## config.mk

```make
export PLATFORM = sky130hd
export DESIGN_NAME = ifr_tx_ctrl
export DESIGN_NICKNAME = d
export VERILOG_FILES = /design/src/rtl/ifr_pkg.sv /design/src/rtl/ifr_req_reg.sv /design/src/rtl/ifr_txbuf.sv /design/src/rtl/ifr_seq.sv /design/src/rtl/ifr_tx_ctrl.sv
export SDC_FILE = /design/constraint.sdc
export NUM_CORES = 1
export LEC_CHECK = 0
export ABC_CLOCK_PERIOD_IN_PS = 3200
export BUFFER_PORTS_ARGS = -buffer_cell sky130_fd_sc_hd__buf_4
export CAP_MARGIN = 5
export CORE_ASPECT_RATIO = 0.8
export CORE_MARGIN = 1
export CORE_UTILIZATION = 50
export DETAILED_ROUTE_END_ITERATION = 8
export PLACE_DENSITY = 0.84
export SYNTH_ARGS = -nofsm -noshare
export SYNTH_HDL_FRONTEND = slang
export SYNTH_HIERARCHICAL = 1
export SYNTH_SLANG_ARGS = --single-unit
export TNS_END_PERCENT = 100
```

## constraint.sdc

```tcl
create_clock -name clk -period 3.2 [get_ports clk]
set_clock_uncertainty 0.05 [all_clocks]
set_input_delay 0.16 -clock clk [delete_from_list [all_inputs] [get_ports clk]]
set_output_delay 0.16 -clock clk [all_outputs]
set_load 0.01 [all_outputs]
```

## src/rtl/ifr_pkg.sv

```systemverilog
package ifr_pkg;

  localparam int REQ_W    = 3;
  localparam int REQ_SGL  = 2;
  localparam int REQ_MCRC = 1;
  localparam int REQ_MRAW = 0;

  typedef enum logic [1:0] {
    MODE_NONE   = 2'd0,
    MODE_SINGLE = 2'd1,
    MODE_MCRC   = 2'd2,
    MODE_MNOCRC = 2'd3
  } ifr_mode_e;

  typedef enum logic [1:0] {
    SYM_NB   = 2'd0,
    SYM_DATA = 2'd1,
    SYM_CRC  = 2'd2,
    SYM_EOD  = 2'd3
  } sym_kind_e;

  typedef enum logic [2:0] {
    TC_NONE     = 3'd0,
    TC_DONE     = 3'd1,
    TC_PEER     = 3'd2,
    TC_RXERR    = 3'd3,
    TC_BUSERR   = 3'd4,
    TC_UNDERRUN = 3'd5,
    TC_ARBLOST  = 3'd6
  } term_cause_e;

  typedef enum logic [2:0] {
    ST_IDLE    = 3'd0,
    ST_WINDOW  = 3'd1,
    ST_PEER    = 3'd2,
    ST_TX_NB   = 3'd3,
    ST_TX_DATA = 3'd4,
    ST_TX_CRC  = 3'd5,
    ST_TX_EOD  = 3'd6
  } seq_state_e;

endpackage

```

## src/rtl/ifr_req_reg.sv

```systemverilog
module ifr_req_reg
  import ifr_pkg::*;
(
  input  logic             clk,
  input  logic             rst_n,
  input  logic             wr_en,
  input  logic [REQ_W-1:0] wdata,
  input  logic             clr,
  output logic [REQ_W-1:0] raw_q,
  output ifr_mode_e        mode
);

  logic             raw_en;
  logic [REQ_W-1:0] raw_d;

  // Termination has precedence over a same-cycle host write.
  always_comb begin
    raw_en = clr | wr_en;
    raw_d  = clr ? '0 : wdata;
  end

  always_ff @(posedge clk or negedge rst_n) begin
    if (!rst_n) begin
      raw_q <= '0;
    end else if (raw_en) begin
      raw_q <= raw_d;
    end
  end

  // Priority resolution: single > multi with CRC > multi without CRC.
  always_comb begin
    if (raw_q[REQ_SGL]) begin
      mode = MODE_SINGLE;
    end else if (raw_q[REQ_MCRC]) begin
      mode = MODE_MCRC;
    end else if (raw_q[REQ_MRAW]) begin
      mode = MODE_MNOCRC;
    end else begin
      mode = MODE_NONE;
    end
  end

  a_r1_raw_readback: assert property (@(posedge clk) disable iff (!rst_n)
    (wr_en && !clr) |=> (raw_q == $past(wdata)));

  a_r12_clear_on_term: assert property (@(posedge clk) disable iff (!rst_n)
    clr |=> (raw_q == '0));

endmodule

```

## src/rtl/ifr_txbuf.sv

```systemverilog
module ifr_txbuf #(
  parameter int DATA_W = 8,
  parameter int DEPTH  = 4
) (
  input  logic              clk,
  input  logic              rst_n,
  input  logic              push,
  input  logic [DATA_W-1:0] push_data,
  input  logic              pop,
  input  logic              flush,
  output logic [DATA_W-1:0] head,
  output logic              empty
);

  localparam int AW = (DEPTH > 1) ? $clog2(DEPTH) : 1;
  localparam int CW = $clog2(DEPTH + 1);
  localparam logic [AW-1:0] LAST_IDX = AW'(DEPTH - 1);
  localparam logic [CW-1:0] FULL_CNT = CW'(DEPTH);

  logic [DATA_W-1:0] mem [DEPTH];
  logic [AW-1:0]     wr_ptr_q, wr_ptr_d, rd_ptr_q, rd_ptr_d;
  logic [CW-1:0]     count_q, count_d;
  logic              do_push, do_pop;

  always_comb begin
    empty   = (count_q == '0);
    do_push = push && (count_q != FULL_CNT) && !flush;
    do_pop  = pop && !empty && !flush;
    head    = mem[rd_ptr_q];
  end

  always_comb begin
    wr_ptr_d = wr_ptr_q;
    rd_ptr_d = rd_ptr_q;
    count_d  = count_q;
    if (flush) begin
      wr_ptr_d = '0;
      rd_ptr_d = '0;
      count_d  = '0;
    end else begin
      if (do_push) begin
        wr_ptr_d = (wr_ptr_q == LAST_IDX) ? '0 : wr_ptr_q + AW'(1);
      end
      if (do_pop) begin
        rd_ptr_d = (rd_ptr_q == LAST_IDX) ? '0 : rd_ptr_q + AW'(1);
      end
      case ({do_push, do_pop})
        2'b10:   count_d = count_q + CW'(1);
        2'b01:   count_d = count_q - CW'(1);
        default: count_d = count_q;
      endcase
    end
  end

  always_ff @(posedge clk or negedge rst_n) begin
    if (!rst_n) begin
      wr_ptr_q <= '0;
      rd_ptr_q <= '0;
      count_q  <= '0;
    end else begin
      wr_ptr_q <= wr_ptr_d;
      rd_ptr_q <= rd_ptr_d;
      count_q  <= count_d;
    end
  end

  always_ff @(posedge clk) begin
    if (do_push) begin
      mem[wr_ptr_q] <= push_data;
    end
  end

  // The sequencer pops only a byte it has offered.
  a_r14_no_pop_empty: assert property (@(posedge clk) disable iff (!rst_n)
    pop |-> !empty);

  a_r14_flush_empties: assert property (@(posedge clk) disable iff (!rst_n)
    flush |=> empty);

endmodule

```

## src/rtl/ifr_seq.sv

```systemverilog
module ifr_seq
  import ifr_pkg::*;
(
  input  logic        clk,
  input  logic        rst_n,
  input  ifr_mode_e   mode,
  input  logic        eod_mark,
  input  logic        rx_eod,
  input  logic        rx_crc_ok,
  input  logic        rx_eof,
  input  logic        rx_nb,
  input  logic        rx_ifr_byte,
  input  logic        bus_err,
  input  logic        arb_lost,
  input  logic        sym_ack,
  input  logic        buf_empty,
  output logic        buf_pop,
  output logic        term_now,
  output logic        sym_req,
  output sym_kind_e   sym_kind,
  output logic        term_valid,
  output term_cause_e term_cause
);

  seq_state_e  state_q, state_d;
  ifr_mode_e   mode_q, mode_d;
  logic        teod_q, teod_d;
  term_cause_e cause_d;
  logic        tx_active;

  always_comb begin
    tx_active = (state_q == ST_TX_NB) || (state_q == ST_TX_DATA) ||
                (state_q == ST_TX_CRC) || (state_q == ST_TX_EOD);
  end

  always_comb begin
    state_d  = state_q;
    mode_d   = mode_q;
    term_now = 1'b0;
    cause_d  = TC_NONE;
    buf_pop  = 1'b0;

    case (state_q)
      ST_IDLE: begin
        if (rx_eod) begin
          if (!rx_crc_ok) begin
            if (mode == MODE_SINGLE) begin
              term_now = 1'b1;
              cause_d  = TC_RXERR;
            end
          end else if (mode != MODE_NONE) begin
            state_d = ST_TX_NB;
            mode_d  = mode;
          end else begin
            state_d = ST_WINDOW;
          end
        end
      end
      ST_WINDOW: begin
        if (rx_nb) begin
          if (mode != MODE_NONE) begin
            state_d = ST_TX_DATA;
            mode_d  = mode;
          end else begin
            state_d = ST_PEER;
          end
        end else if (rx_eof) begin
          state_d = ST_IDLE;
        end else if (mode != MODE_NONE) begin
          state_d = ST_TX_NB;
          mode_d  = mode;
        end
      end
      ST_PEER: begin
        if (rx_ifr_byte && (mode == MODE_SINGLE)) begin
          term_now = 1'b1;
          cause_d  = TC_PEER;
          state_d  = ST_IDLE;
        end else if (rx_eof) begin
          state_d = ST_IDLE;
        end
      end
      ST_TX_NB: begin
        if (sym_ack) begin
          state_d = ST_TX_DATA;
        end
      end
      ST_TX_DATA: begin
        if (!buf_empty) begin
          if (sym_ack) begin
            buf_pop = 1'b1;
            if (mode_q == MODE_SINGLE) begin
              term_now = 1'b1;
              cause_d  = TC_DONE;
              state_d  = ST_IDLE;
            end
          end
        end else if ((mode_q != MODE_SINGLE) && teod_q) begin
          state_d = (mode_q == MODE_MCRC) ? ST_TX_CRC : ST_TX_EOD;
        end else begin
          term_now = 1'b1;
          cause_d  = TC_UNDERRUN;
          state_d  = ST_IDLE;
        end
      end
      ST_TX_CRC: begin
        if (sym_ack) begin
          state_d = ST_TX_EOD;
        end
      end
      ST_TX_EOD: begin
        if (sym_ack) begin
          term_now = 1'b1;
          cause_d  = TC_DONE;
          state_d  = ST_IDLE;
        end
      end
      default: begin
        state_d = ST_IDLE;
      end
    endcase

    if (bus_err) begin
      buf_pop = 1'b0;
      state_d = ST_IDLE;
      if (tx_active || (mode != MODE_NONE)) begin
        term_now = 1'b1;
        cause_d  = TC_BUSERR;
      end else begin
        term_now = 1'b0;
        cause_d  = TC_NONE;
      end
    end else if (arb_lost && tx_active) begin
      buf_pop  = 1'b0;
      state_d  = ST_IDLE;
      term_now = 1'b1;
      cause_d  = TC_ARBLOST;
    end

    if (term_now) begin
      teod_d = 1'b0;
    end else if (eod_mark) begin
      teod_d = 1'b1;
    end else begin
      teod_d = teod_q;
    end
  end

  always_ff @(posedge clk or negedge rst_n) begin
    if (!rst_n) begin
      state_q    <= ST_IDLE;
      mode_q     <= MODE_NONE;
      teod_q     <= 1'b0;
      term_valid <= 1'b0;
      term_cause <= TC_NONE;
    end else begin
      state_q    <= state_d;
      mode_q     <= mode_d;
      teod_q     <= teod_d;
      term_valid <= term_now;
      term_cause <= cause_d;
    end
  end

  always_comb begin
    sym_req = (state_q == ST_TX_NB) || (state_q == ST_TX_CRC) ||
              (state_q == ST_TX_EOD) || ((state_q == ST_TX_DATA) && !buf_empty);
    case (state_q)
      ST_TX_NB:  sym_kind = SYM_NB;
      ST_TX_CRC: sym_kind = SYM_CRC;
      ST_TX_EOD: sym_kind = SYM_EOD;
      default:   sym_kind = SYM_DATA;
    endcase
  end

  a_r3_sync_to_peer: assert property (@(posedge clk) disable iff (!rst_n)
    (state_q == ST_WINDOW && rx_nb && mode != MODE_NONE && !bus_err)
      |=> (state_q == ST_TX_DATA));

  a_r5_single_kinds: assert property (@(posedge clk) disable iff (!rst_n)
    (sym_req && mode_q == MODE_SINGLE) |-> (sym_kind == SYM_NB || sym_kind == SYM_DATA));

  a_r8_crc_then_eod: assert property (@(posedge clk) disable iff (!rst_n)
    (state_q == ST_TX_CRC && sym_ack && !bus_err && !arb_lost)
      |=> (sym_req && sym_kind == SYM_EOD));

  a_r9_no_crc_symbol: assert property (@(posedge clk) disable iff (!rst_n)
    (sym_req && mode_q == MODE_MNOCRC) |-> (sym_kind != SYM_CRC));

  a_r10_bus_abort: assert property (@(posedge clk) disable iff (!rst_n)
    (tx_active && bus_err) |=> (term_valid && term_cause == TC_BUSERR && !sym_req));

  a_r11_underrun: assert property (@(posedge clk) disable iff (!rst_n)
    (state_q == ST_TX_DATA && buf_empty && !teod_q && !bus_err && !arb_lost)
      |=> (term_valid && term_cause == TC_UNDERRUN));

  a_r12_one_cycle_pulse: assert property (@(posedge clk) disable iff (!rst_n)
    term_valid |=> !term_valid);

endmodule

```

## src/rtl/ifr_tx_ctrl.sv

```systemverilog
module ifr_tx_ctrl
  import ifr_pkg::*;
#(
  parameter int DATA_W    = 8,
  parameter int BUF_DEPTH = 4
) (
  input  logic              clk,
  input  logic              rst_n,
  input  logic              host_req_wr,
  input  logic [2:0]        host_req_wdata,
  output logic [2:0]        host_req_rdata,
  input  logic              host_byte_wr,
  input  logic [DATA_W-1:0] host_byte,
  input  logic              host_eod_mark,
  input  logic              rx_eod,
  input  logic              rx_crc_ok,
  input  logic              rx_eof,
  input  logic              rx_norm,
  input  logic              rx_ifr_byte,
  input  logic              bus_err,
  input  logic              arb_lost,
  output logic              sym_req,
  output logic [1:0]        sym_kind,
  output logic [DATA_W-1:0] sym_byte,
  input  logic              sym_ack,
  output logic              term_valid,
  output logic [2:0]        term_cause
);

  logic        rst_meta, rst_sync_n;
  ifr_mode_e   mode;
  logic        term_now;
  logic        buf_pop, buf_empty;
  sym_kind_e   kind_w;
  term_cause_e cause_w;

  // Asynchronous assertion, synchronous release.
  always_ff @(posedge clk or negedge rst_n) begin
    if (!rst_n) begin
      rst_meta   <= 1'b0;
      rst_sync_n <= 1'b0;
    end else begin
      rst_meta   <= 1'b1;
      rst_sync_n <= rst_meta;
    end
  end

  ifr_req_reg u_req (
    .clk   (clk),
    .rst_n (rst_sync_n),
    .wr_en (host_req_wr),
    .wdata (host_req_wdata),
    .clr   (term_now),
    .raw_q (host_req_rdata),
    .mode  (mode)
  );

  ifr_txbuf #(
    .DATA_W (DATA_W),
    .DEPTH  (BUF_DEPTH)
  ) u_buf (
    .clk       (clk),
    .rst_n     (rst_sync_n),
    .push      (host_byte_wr),
    .push_data (host_byte),
    .pop       (buf_pop),
    .flush     (term_now),
    .head      (sym_byte),
    .empty     (buf_empty)
  );

  ifr_seq u_seq (
    .clk         (clk),
    .rst_n       (rst_sync_n),
    .mode        (mode),
    .eod_mark    (host_eod_mark),
    .rx_eod      (rx_eod),
    .rx_crc_ok   (rx_crc_ok),
    .rx_eof      (rx_eof),
    .rx_nb       (rx_norm),
    .rx_ifr_byte (rx_ifr_byte),
    .bus_err     (bus_err),
    .arb_lost    (arb_lost),
    .sym_ack     (sym_ack),
    .buf_empty   (buf_empty),
    .buf_pop     (buf_pop),
    .term_now    (term_now),
    .sym_req     (sym_req),
    .sym_kind    (kind_w),
    .term_valid  (term_valid),
    .term_cause  (cause_w)
  );

  always_comb begin
    sym_kind   = kind_w;
    term_cause = cause_w;
  end

endmodule

```

# ---- After elaboration in Yosys (flattened, before gate mapping)
# Memories as Yosys holds them, arrays and structs flattened.
# Cells that the tools add are included.
dict set report totals {
  ram_bits 32
  elab_cells 144
  in_bits 24
  regBits 22
  memories 1
  out_inout_bits 18
}
dict set report op_classes {
  n_eq_ne 27
  n_bitwise 1
  muxes 73
  n_reduce_logical 27
  addsub 4
}
# name words word_bits read_ports rd_clocked_by_memory_dff wr line_no
set mem_list {}
lappend mem_list {u_buf.mem 4 8 1 0 1 ifr_txbuf.sv:20} ;# logic [DATA_W-1:0] mem [DEPTH];
# cell n
set op_table {}
lappend op_table {{3-bit two-way mux} 27}
lappend op_table {{2-bit two-way mux} 18}
lappend op_table {{1-bit two-way mux} 22}
lappend op_table {{3-bit one-hot mux with 7 select lines} 1}
lappend op_table {{4-bit != test, second input constant} 3}
lappend op_table {{3-bit one-hot mux with 4 select lines} 1}
lappend op_table {{5-bit by 4-bit != test with 1-bit output, second input constant} 2}
lappend op_table {{2-bit nonzero test} 5}
lappend op_table {{3-bit == test, second input constant} 3}
lappend op_table {{9-bit AND reduction} 1}
lappend op_table {{2-bit == test, second input constant} 4}
lappend op_table {{1-bit logical AND} 8}
lappend op_table {{4-bit by 3-bit != test with 1-bit output, second input constant} 2}
lappend op_table {{1-bit logical OR} 7}
lappend op_table {{2-bit by 1-bit == test with 1-bit output, second input constant} 3}
lappend op_table {{3-bit by 2-bit == test with 1-bit output, second input constant} 2}
lappend op_table {{3-bit logical NOT} 2}
lappend op_table {{3-bit != test, second input constant} 2}
lappend op_table {{6-bit by 4-bit != test with 1-bit output, second input constant} 1}
lappend op_table {{2-bit one-hot mux with 3 select lines} 1}
lappend op_table {{3-bit one-hot mux with 2 select lines} 1}
lappend op_table {{5-bit by 3-bit != test with 1-bit output, second input constant} 1}
lappend op_table {{2-bit by 1-bit adder with 2-bit output, second input constant} 2}
lappend op_table {{2-bit != test, second input constant} 2}
lappend op_table {{other kinds (10)} 11}

# ---- Logic depth before layout (Yosys ltp)
# Gate-level depths: netlist of run 1.
dict set report depth {
  depth_word 15
  mapped_depth 13
  depth_no_buf 12
}

# ---- By module
# Netlist of run 1, hierarchy kept.
# module area_each_um2 n_inst cells_each seq_area_each_um2
set by_module_without_submodules {}
lappend by_module_without_submodules {ifr_txbuf 1704.1 1 104 1136.1}
lappend by_module_without_submodules {ifr_seq 758.2 1 88 250.2}
lappend by_module_without_submodules {ifr_req_reg 135.1 1 13 75.1}
lappend by_module_without_submodules {ifr_tx_ctrl 53.8 1 3 50.0}

# ---- Worst setup path before layout of run 1
# No wires, ideal clock.
dict set report synth_path {
  kind {register -> register}
  startpoint {reg u_buf.count_q[0]}
  endpoint {reg u_buf.count_q[2]}
  n_path_buf 1
  setup_time_ns 0.078
  required_ns 3.072
  stages_incl_launch_ff 14
  path_slack_ns 0.176
  arrival_time_ns 2.896
  synth_period_minus_slack_ns 3.024
  cell_sequence {dfrtp_1 -> or2_4 -> nor2_1 -> and4bb_2 -> o21ai_1 -> and3_1 -> a31oi_2 -> clkbuf_1 -> nor3b_1 -> fa_1 -> nor3_1 -> a22o_1 -> a32oi_1 -> a21oi_1}
}
dict set report synth_via {
  elab_chain_cells 10
  elab_cells_between_ends 23
  cone_classes {add/sub: 2; eq/ne: 3; mux: 10; reduce/logical: 8}
}
# item line_no
set synth_rtl {}
lappend synth_rtl {{start: declaration} ifr_txbuf.sv:22} ;# logic [CW-1:0] count_q, count_d;
lappend synth_rtl {{start signal: assignment} ifr_txbuf.sv:63} ;# count_q <= count_d;
lappend synth_rtl {{3-bit logical NOT *} ifr_txbuf.sv:26} ;# empty = (count_q == '0);
lappend synth_rtl {{named net buf_empty} ifr_tx_ctrl.sv:33} ;# logic buf_pop, buf_empty;
lappend synth_rtl {{1-bit two-way mux *} ifr_seq.sv:89} ;# if (!buf_empty) begin
lappend synth_rtl {{1-bit one-hot mux with 4 select lines *} ifr_seq.sv:43} ;# case (state_q)
lappend synth_rtl {{1-bit two-way mux *} ifr_seq.sv:133} ;# end else if (arb_lost && tx_active) begin
lappend synth_rtl {{1-bit two-way mux *} ifr_seq.sv:123} ;# if (bus_err) begin
lappend synth_rtl {{named net term_now} ifr_tx_ctrl.sv:32} ;# logic term_now;
lappend synth_rtl {{1-bit logical NOT} {ifr_txbuf.sv:27, ifr_txbuf.sv:28}}
lappend synth_rtl {{1-bit logical AND (on tied branches)} {ifr_txbuf.sv:28, ifr_txbuf.sv:27}}
lappend synth_rtl {{2-bit by 1-bit == test with 1-bit output / 2-bit == test (equally long branches)} ifr_txbuf.sv:47} ;# case ({do_push, do_pop})
lappend synth_rtl {{3-bit one-hot mux with 2 select lines} ifr_txbuf.sv:47}
lappend synth_rtl {{3-bit two-way mux} ifr_txbuf.sv:36} ;# if (flush) begin
# The timed path passes the listed nets; every way through them passes the cells marked *.
# A chain may end at the register's enable or synchronous reset.

# ---- Final worst setup path of run 1
# Same ends and word-level chain as after synthesis.

==> results of run 1 <==
==> Yosys cell counts, types with 5 or more instances <==
| library cell | count | share of area [%] |
|---|---|---|
| dfrtp_1 | 22 | 21 |
| a21oi_1 | 9 | 1.7 |
| inv_1 | 6 | 0.85 |
| and2_1 | 5 | 1.2 |
| nor2_1 | 19 | 2.7 |
| o21ai_0 | 10 | 1.9 |
| nand2b_1 | 6 | 1.4 |
| nand3_1 | 8 | 1.5 |
| mux2i_1 | 6 | 2.3 |
| mux4_2 | 8 | 6.8 |
| nand2_1 | 6 | 0.85 |
| edfxtp_1 | 32 | 36 |
| ha_1 | 5 | 2.4 |
==> per-layer routing <==
| metal | vias to the layer above | wire, um |
|---|---|---|
| li1 | 877 | - |
| met1 | 884 | 2400 |
| met2 | 46 | 2440 |
| met3 | 2 | 193 |
| met4 | 0 | 31 |
| met5 | - | 0 |
==> worst register-to-register path, stage by stage, from the launching register on <==
cell      delay, ns
dfrtp_1        0.48
or2_4          0.29
nor2_1         0.18
and4bb_2       0.31
o21ai_1        0.10
and3_1         0.22
a31oi_2        0.16
nor3b_1        0.09
fa_1           0.45
nor3_1         0.21
a22o_1         0.16
a32oi_1        0.06
a21oi_1        0.15
==> logic make-up (layout without fill, tap and decap cells) <==
logic type                 count (synthesis)  after routing  synth area share, %
AOI/OAI and AO/OA                         42             42                 10.9
DFF                                       54             54                 57.0
other                                      1              1                0.141
adders and majority gates                  6              6                 3.11
and+or+nand+nor                           67             67                 14.0
xor gates and xnor gates                   4              4                 1.32
buffers and inverters                     17             67                 3.26
muxes                                     17             17                 10.3
==> worst paths after layout <==
path	end	slack, ns
max in group asynchronous	u_buf/rd_ptr_q[1]$_DFFE_PN0P_	2.27
setup / recovery	u_buf/count_q[2]$_DFFE_PN0P_	0.23
hold reg to reg	u_req/raw_q[0]$_DFFE_PN0P_	0.31
setup reg to reg	u_buf/count_q[2]$_DFFE_PN0P_	0.23
min in group asynchronous	rst_sync_n$_DFF_PN0_	0.11
hold / removal	u_buf/mem[0][1]$_DFFE_PP_	0.006
==> registers in the layout, indices dropped and copies added (netlist names) <==
register and flops:
u_buf/count_q 3, u_buf/rd_ptr_q 2, u_seq/term_cause 3, rst_sync_n 1, u_buf/wr_ptr_q 2, u_seq/term_valid 1
u_buf/mem 32, u_seq/mode_q 2, u_req/raw_q 3, u_seq/state_q 3, rst_meta 1, u_seq/teod_q 1
==> cell type report <==
cell class / count / area share, %
Clock inverter: 3 / 0.751
Clock buffer: 5 / 2.17
Sequential cell: 54 / 47.7
Multi-Input combinational cell: 137 / 33.3
Timing Repair Buffer: 51 / 12.6
Tap cell: 62 / 2.45
Inverter: 8 / 0.949
==> where the power goes <==
group          total, mW  switching (mW)  internal [mW]
Sequential         0.961           0.105          0.856
Clock              0.378           0.221          0.157
Combinational      0.590           0.320          0.271
==> stage by stage <==
| step | setup WS (ns) | total power, mW | hold slack (ns) |
|---|---|---|---|
| CTS | 0.264 | 1.94 | 0.00285 |
| global placement | 0.438 | 1.52 | -0.107 |
| detailed placement | 0.293 | 1.55 | -0.105 |
| global route | 0.0144 | 2.05 | 0.00109 |
| floorplan | 0.176 | 1.35 | -0.186 |
| finish | 0.230 | 1.93 | 0.00571 |
==> flow_summary.toml, run 1 <==
[run_status]
outcome = "finished, final reports clean"

[timing]
slew_headroom_pct = 43.7
fmax_mhz = 337
totalNegativeSetupSlack_ns = 0
setup_viol = 0
min_period_ns = 2.97
hold_violations = 0
min_period_over_period_pct = 92.8
worstMarginPinSlew_ns = 0.844
grt_setup_unrepaired = "no"
slew_viol_final = 0

[power]
power.density_nw_per_um2 = 609
vdd_drop_max_mv = 0.288
leakage_nw = 1.26

[place]
portBuffers = 41
dp_cells = 305
dpl.hpwl_mm = 3.66
place.gp.congestion = 0.965
dpl_cell_area_um2 = 3000

[critical_path]
crit_family = "simple AND/OR/NAND/NOR gates"
critical_path_depth = 12
crit_required_ns = 3.38
cp-start-kind = "flip-flop"
critPathLaunch = "u_buf/count_q[0]$_DFFE_PN0P_"
crit_buf_inv = 0
r2r-start = "u_buf/count_q[0]$_DFFE_PN0P_"
critical_path_arrival_ns = 3.15
critPathKind = "flip-flop to flip-flop"
max_stage_delay_ns = 0.48
cp-end-kind = "flip-flop"
cp_slowest_cell = "dfrtp_1"
crit_fanout = 8
reg2regPathDepth = 12
worstPathCellList = "or2_4, nor2_1, and4bb_2, o21ai_1, and3_1, a31oi_2, nor3b_1, fa_1, nor3_1, a22o_1, a32oi_1, a21oi_1"

[layout]
final_common_cell = "buf_4"
finalInstanceArea_um2 = 3170
fin_cells = 320
regArea_um2 = 1510
multiInputGateArea_um2 = 1050
nFillCells = 383
nets = 287
postLayoutCoreUtil_pct = 62.5
diodes = 0
syn2layout_area_growth_pct = 19.4
mostFrequentLayoutCells = "buf_4, edfxtp_1, dfrtp_1"
layout-drive-gt1-share_pct = 27.9

[route]
wl_per_cell_um = 15.8
drt-pass1-iter-count = 4
antenna_left = 0
route.detailed.drc = 0
via_per_inst = 5.65
drt_wl_total_mm = 5.07
num_vias = 1809
drt-initial-drc-count = 149

[logic_synthesis]
synth_edf_count = 32
syn_avg_cell_area_um2 = 12.7
synth_ff_type = "edfxtp_1"
synth-seq-cells = 54
synth_fp_nets = 238
ys_warn_count = 6
synth_area_um2 = 2650
netlist_instances = 208
yosysSeqAreaShare_pct = 57.0
synth_cell_types = 54
synthArstFlopShare_pct = 40.7

[floorplanning]
die_y_um = 67.1
design.die.area_um2 = 5600
initial_core_util_pct = 52.3
fp.dieW_um = 83.4
io_pins = 42
fp.coreArea_um2 = 5060
rows = 23

[global_routing]
track_usage_pct = 19.9
grt_pass1_vias = 1681
met2_usage_pct = 30.4
antenna_found_initial = 0
grtUsageMet1_pct = 29.5
met3_usage_pct = 4.40
grt_pass1_wl_mm = 8.45
busiest_layer = "met2"
grt-ovfl-total = 0
grt_start_max_net_pins = 21

[cts]
numCtsBuffers = 5
cts_tree = "done"
hold_buffers = 7
cts_num_sinks = 54
cts_buffer_depth = 2
cts_setup_buffers = 0
htreeDepth = 2
path_clk_slew_ns = 0.09
cts_resized = 0
cts_root_buffer = "clkbuf_8"
clkLatencyLatePin_ns = 0.30

[worst_hold_path]
hp-start = "host_byte[1]"
hold_class = "input pin to flip-flop"
worstHoldPathCells = 1

[flow_run]
cap_violations = 0
(Power assumes the default switching activity.)
==> run 2, diff against run 1 <==
CELL_PAD_IN_SITES_DETAIL_PLACEMENT = 1   (was not set)
CELL_PAD_IN_SITES_GLOBAL_PLACEMENT = 1   (was not set)
CORE_UTILIZATION = 49   (was 50)
PLACE_DENSITY = 0.95   (was 0.84)
==> flow_summary.toml, run 2 (same netlist as run 1, synthesis figures left out) <==
[cts]
cts_root_buffer = "clkbuf_8"
clkLatencyLatePin_ns = 0.31
cts_setup_buffers = 0
path_clk_slew_ns = 0.09
cts_buffer_depth = 2
numCtsBuffers = 5
cts_num_sinks = 54
cts_tree = "done"
htreeDepth = 2

[layout]
diodes = 0
finalInstanceArea_um2 = 3180
layout-drive-gt1-share_pct = 27.8
final_common_cell = "buf_4"
regMostFlops = "u_buf/mem"
syn2layout_area_growth_pct = 19.8
nets = 288
largest_reg_flops = 32
fin_cells = 321
mostFrequentLayoutCells = "buf_4, edfxtp_1, dfrtp_1"

[global_routing]
track_usage_pct = 24.1
grt-ovfl-total = 0
grt_pass1_wl_mm = 10.1
antenna_found_initial = 0
grt_start_max_net_pins = 21
grt_pass1_vias = 1967

[critical_path]
timing.rr.end = "u_buf/count_q[2]$_DFFE_PN0P_"
crit_required_ns = 3.38
critical_path_arrival_ns = 3.20
cp-start-kind = "flip-flop"
cp-end-kind = "flip-flop"
critPathKind = "flip-flop to flip-flop"
crit_fanout = 6
r2r-start = "u_buf/count_q[1]$_DFFE_PN0P_"
rrSetupSlack_ns = 0.18
critPathLaunch = "u_buf/count_q[1]$_DFFE_PN0P_"
reg2regPathDepth = 12

[floorplanning]
initial_core_util_pct = 52.1
design.die.area_um2 = 5710
fp.dieW_um = 84.2
io_pins = 42
fp.coreArea_um2 = 5090
die_y_um = 67.8
rows = 23

[route]
route.detailed.drc = 2
via_per_inst = 5.87
drt_wl_total_mm = 6.55
drt-pass1-iter-count = 6
wl_per_cell_um = 20.4
antenna_left = 0
num_vias = 1883
drt-initial-drc-count = 177

[place]
dpl.hpwl_mm = 4.68
dpl_cell_area_um2 = 3000
place.gp.congestion = 0.864
portBuffers = 41
dp_cells = 304
place_ws_ns = 0.240

[run_status]
outcome = "finished, violations left"
violations = "design-rule violations"

[power]
power.total_mw = 1.96
power.density_nw_per_um2 = 616
vdd_drop_max_mv = 0.487
leakage_nw = 1.27

[timing]
min_period_ns = 3.02
totalNegativeSetupSlack_ns = 0
timing.final.ws_setup_ns = 0.179
slew_viol_final = 0
hold_violations = 0
setup_viol = 0
worstMarginPinSlew_ns = 0.894
slew_headroom_pct = 40.4
fmax_mhz = 331
min_period_over_period_pct = 94.4
grt_setup_unrepaired = "no"

[worst_hold_path]
hp-start = "host_byte[4]"
hold_class = "input pin to flip-flop"
worstHoldPathCells = 1
hold_path_end = "u_buf/mem[3][4]$_DFFE_PP_"

[flow_run]
cap_violations = 0
[run 2: cell type report]
class                      count  area, um^2
sequential                    54        1510
inverter                       8        30.0
multi-input combinational    137        1050
clock inverter                 3        21.3
fill                         532        1920
tap                           62        77.6
clock buffer                   5        68.8
timing repair buffer          52         413
[run 2: how the worst max path moves through the flow]
stage / to / cells after the start
2_1_floorplan: u_buf/count_q[2]$_DFFE_PN0P_ / 13
3_3_place_gp: u_buf/count_q[2]$_DFFE_PN0P_ / 12
3_5_place_dp: u_buf/count_q[2]$_DFFE_PN0P_ / 12
4_1_cts: u_buf/count_q[2]$_DFFE_PN0P_ / 12
5_1_grt: u_buf/count_q[2]$_DFFE_PN0P_ / 12
6_report: u_buf/count_q[2]$_DFFE_PN0P_ / 12
[run 2: layer usage]
metal | wire (um) | track usage [%] | vias to the layer above | share of wire (%)
li1 | - | - | 881 | -
met1 | 2880 | 30.0 | 941 | 44
met2 | 3300 | 42.7 | 54 | 50
met3 | 272 | 5.13 | 7 | 4.2
met4 | 95 | 7.97 | 0 | 1.5
met5 | 0 | 0 | - | 0
[run 2: power by group]
| part | total [mW] | internal (mW) | switching (mW) |
|---|---|---|---|
| Clock | 0.382 | 0.154 | 0.228 |
| Combinational | 0.594 | 0.263 | 0.331 |
| Sequential | 0.982 | 0.857 | 0.126 |
| Total | 1.96 | 1.27 | 0.684 |
[run 2: metrics by stage]
step                hold WS (ns)  utilization (%)
finish                    0.0112             62.4
global route           -0.000685             62.4
CTS                     0.000829             61.8
detailed placement        -0.102             58.8
global placement          -0.107             58.8
floorplan                 -0.186                -
[run 2: critical path: stages (launching register included)]
cell and delay [ns]:
dfrtp_1 0.46, or2_4 0.31, nor2_1 0.15, and4bb_2 0.28
o21ai_1 0.11, and3_1 0.23, a31oi_2 0.17, nor3b_1 0.09
fa_1 0.47, nor3_1 0.22, a22o_1 0.16, a32oi_1 0.06
a21oi_1 0.18
[run 2: what timing repair did]
action	in CTS	in global routing
endpoints found under the hold margin	18	9
gates resized for setup	0	1
hold buffers	6	3
setup endpoints to repair	0	1
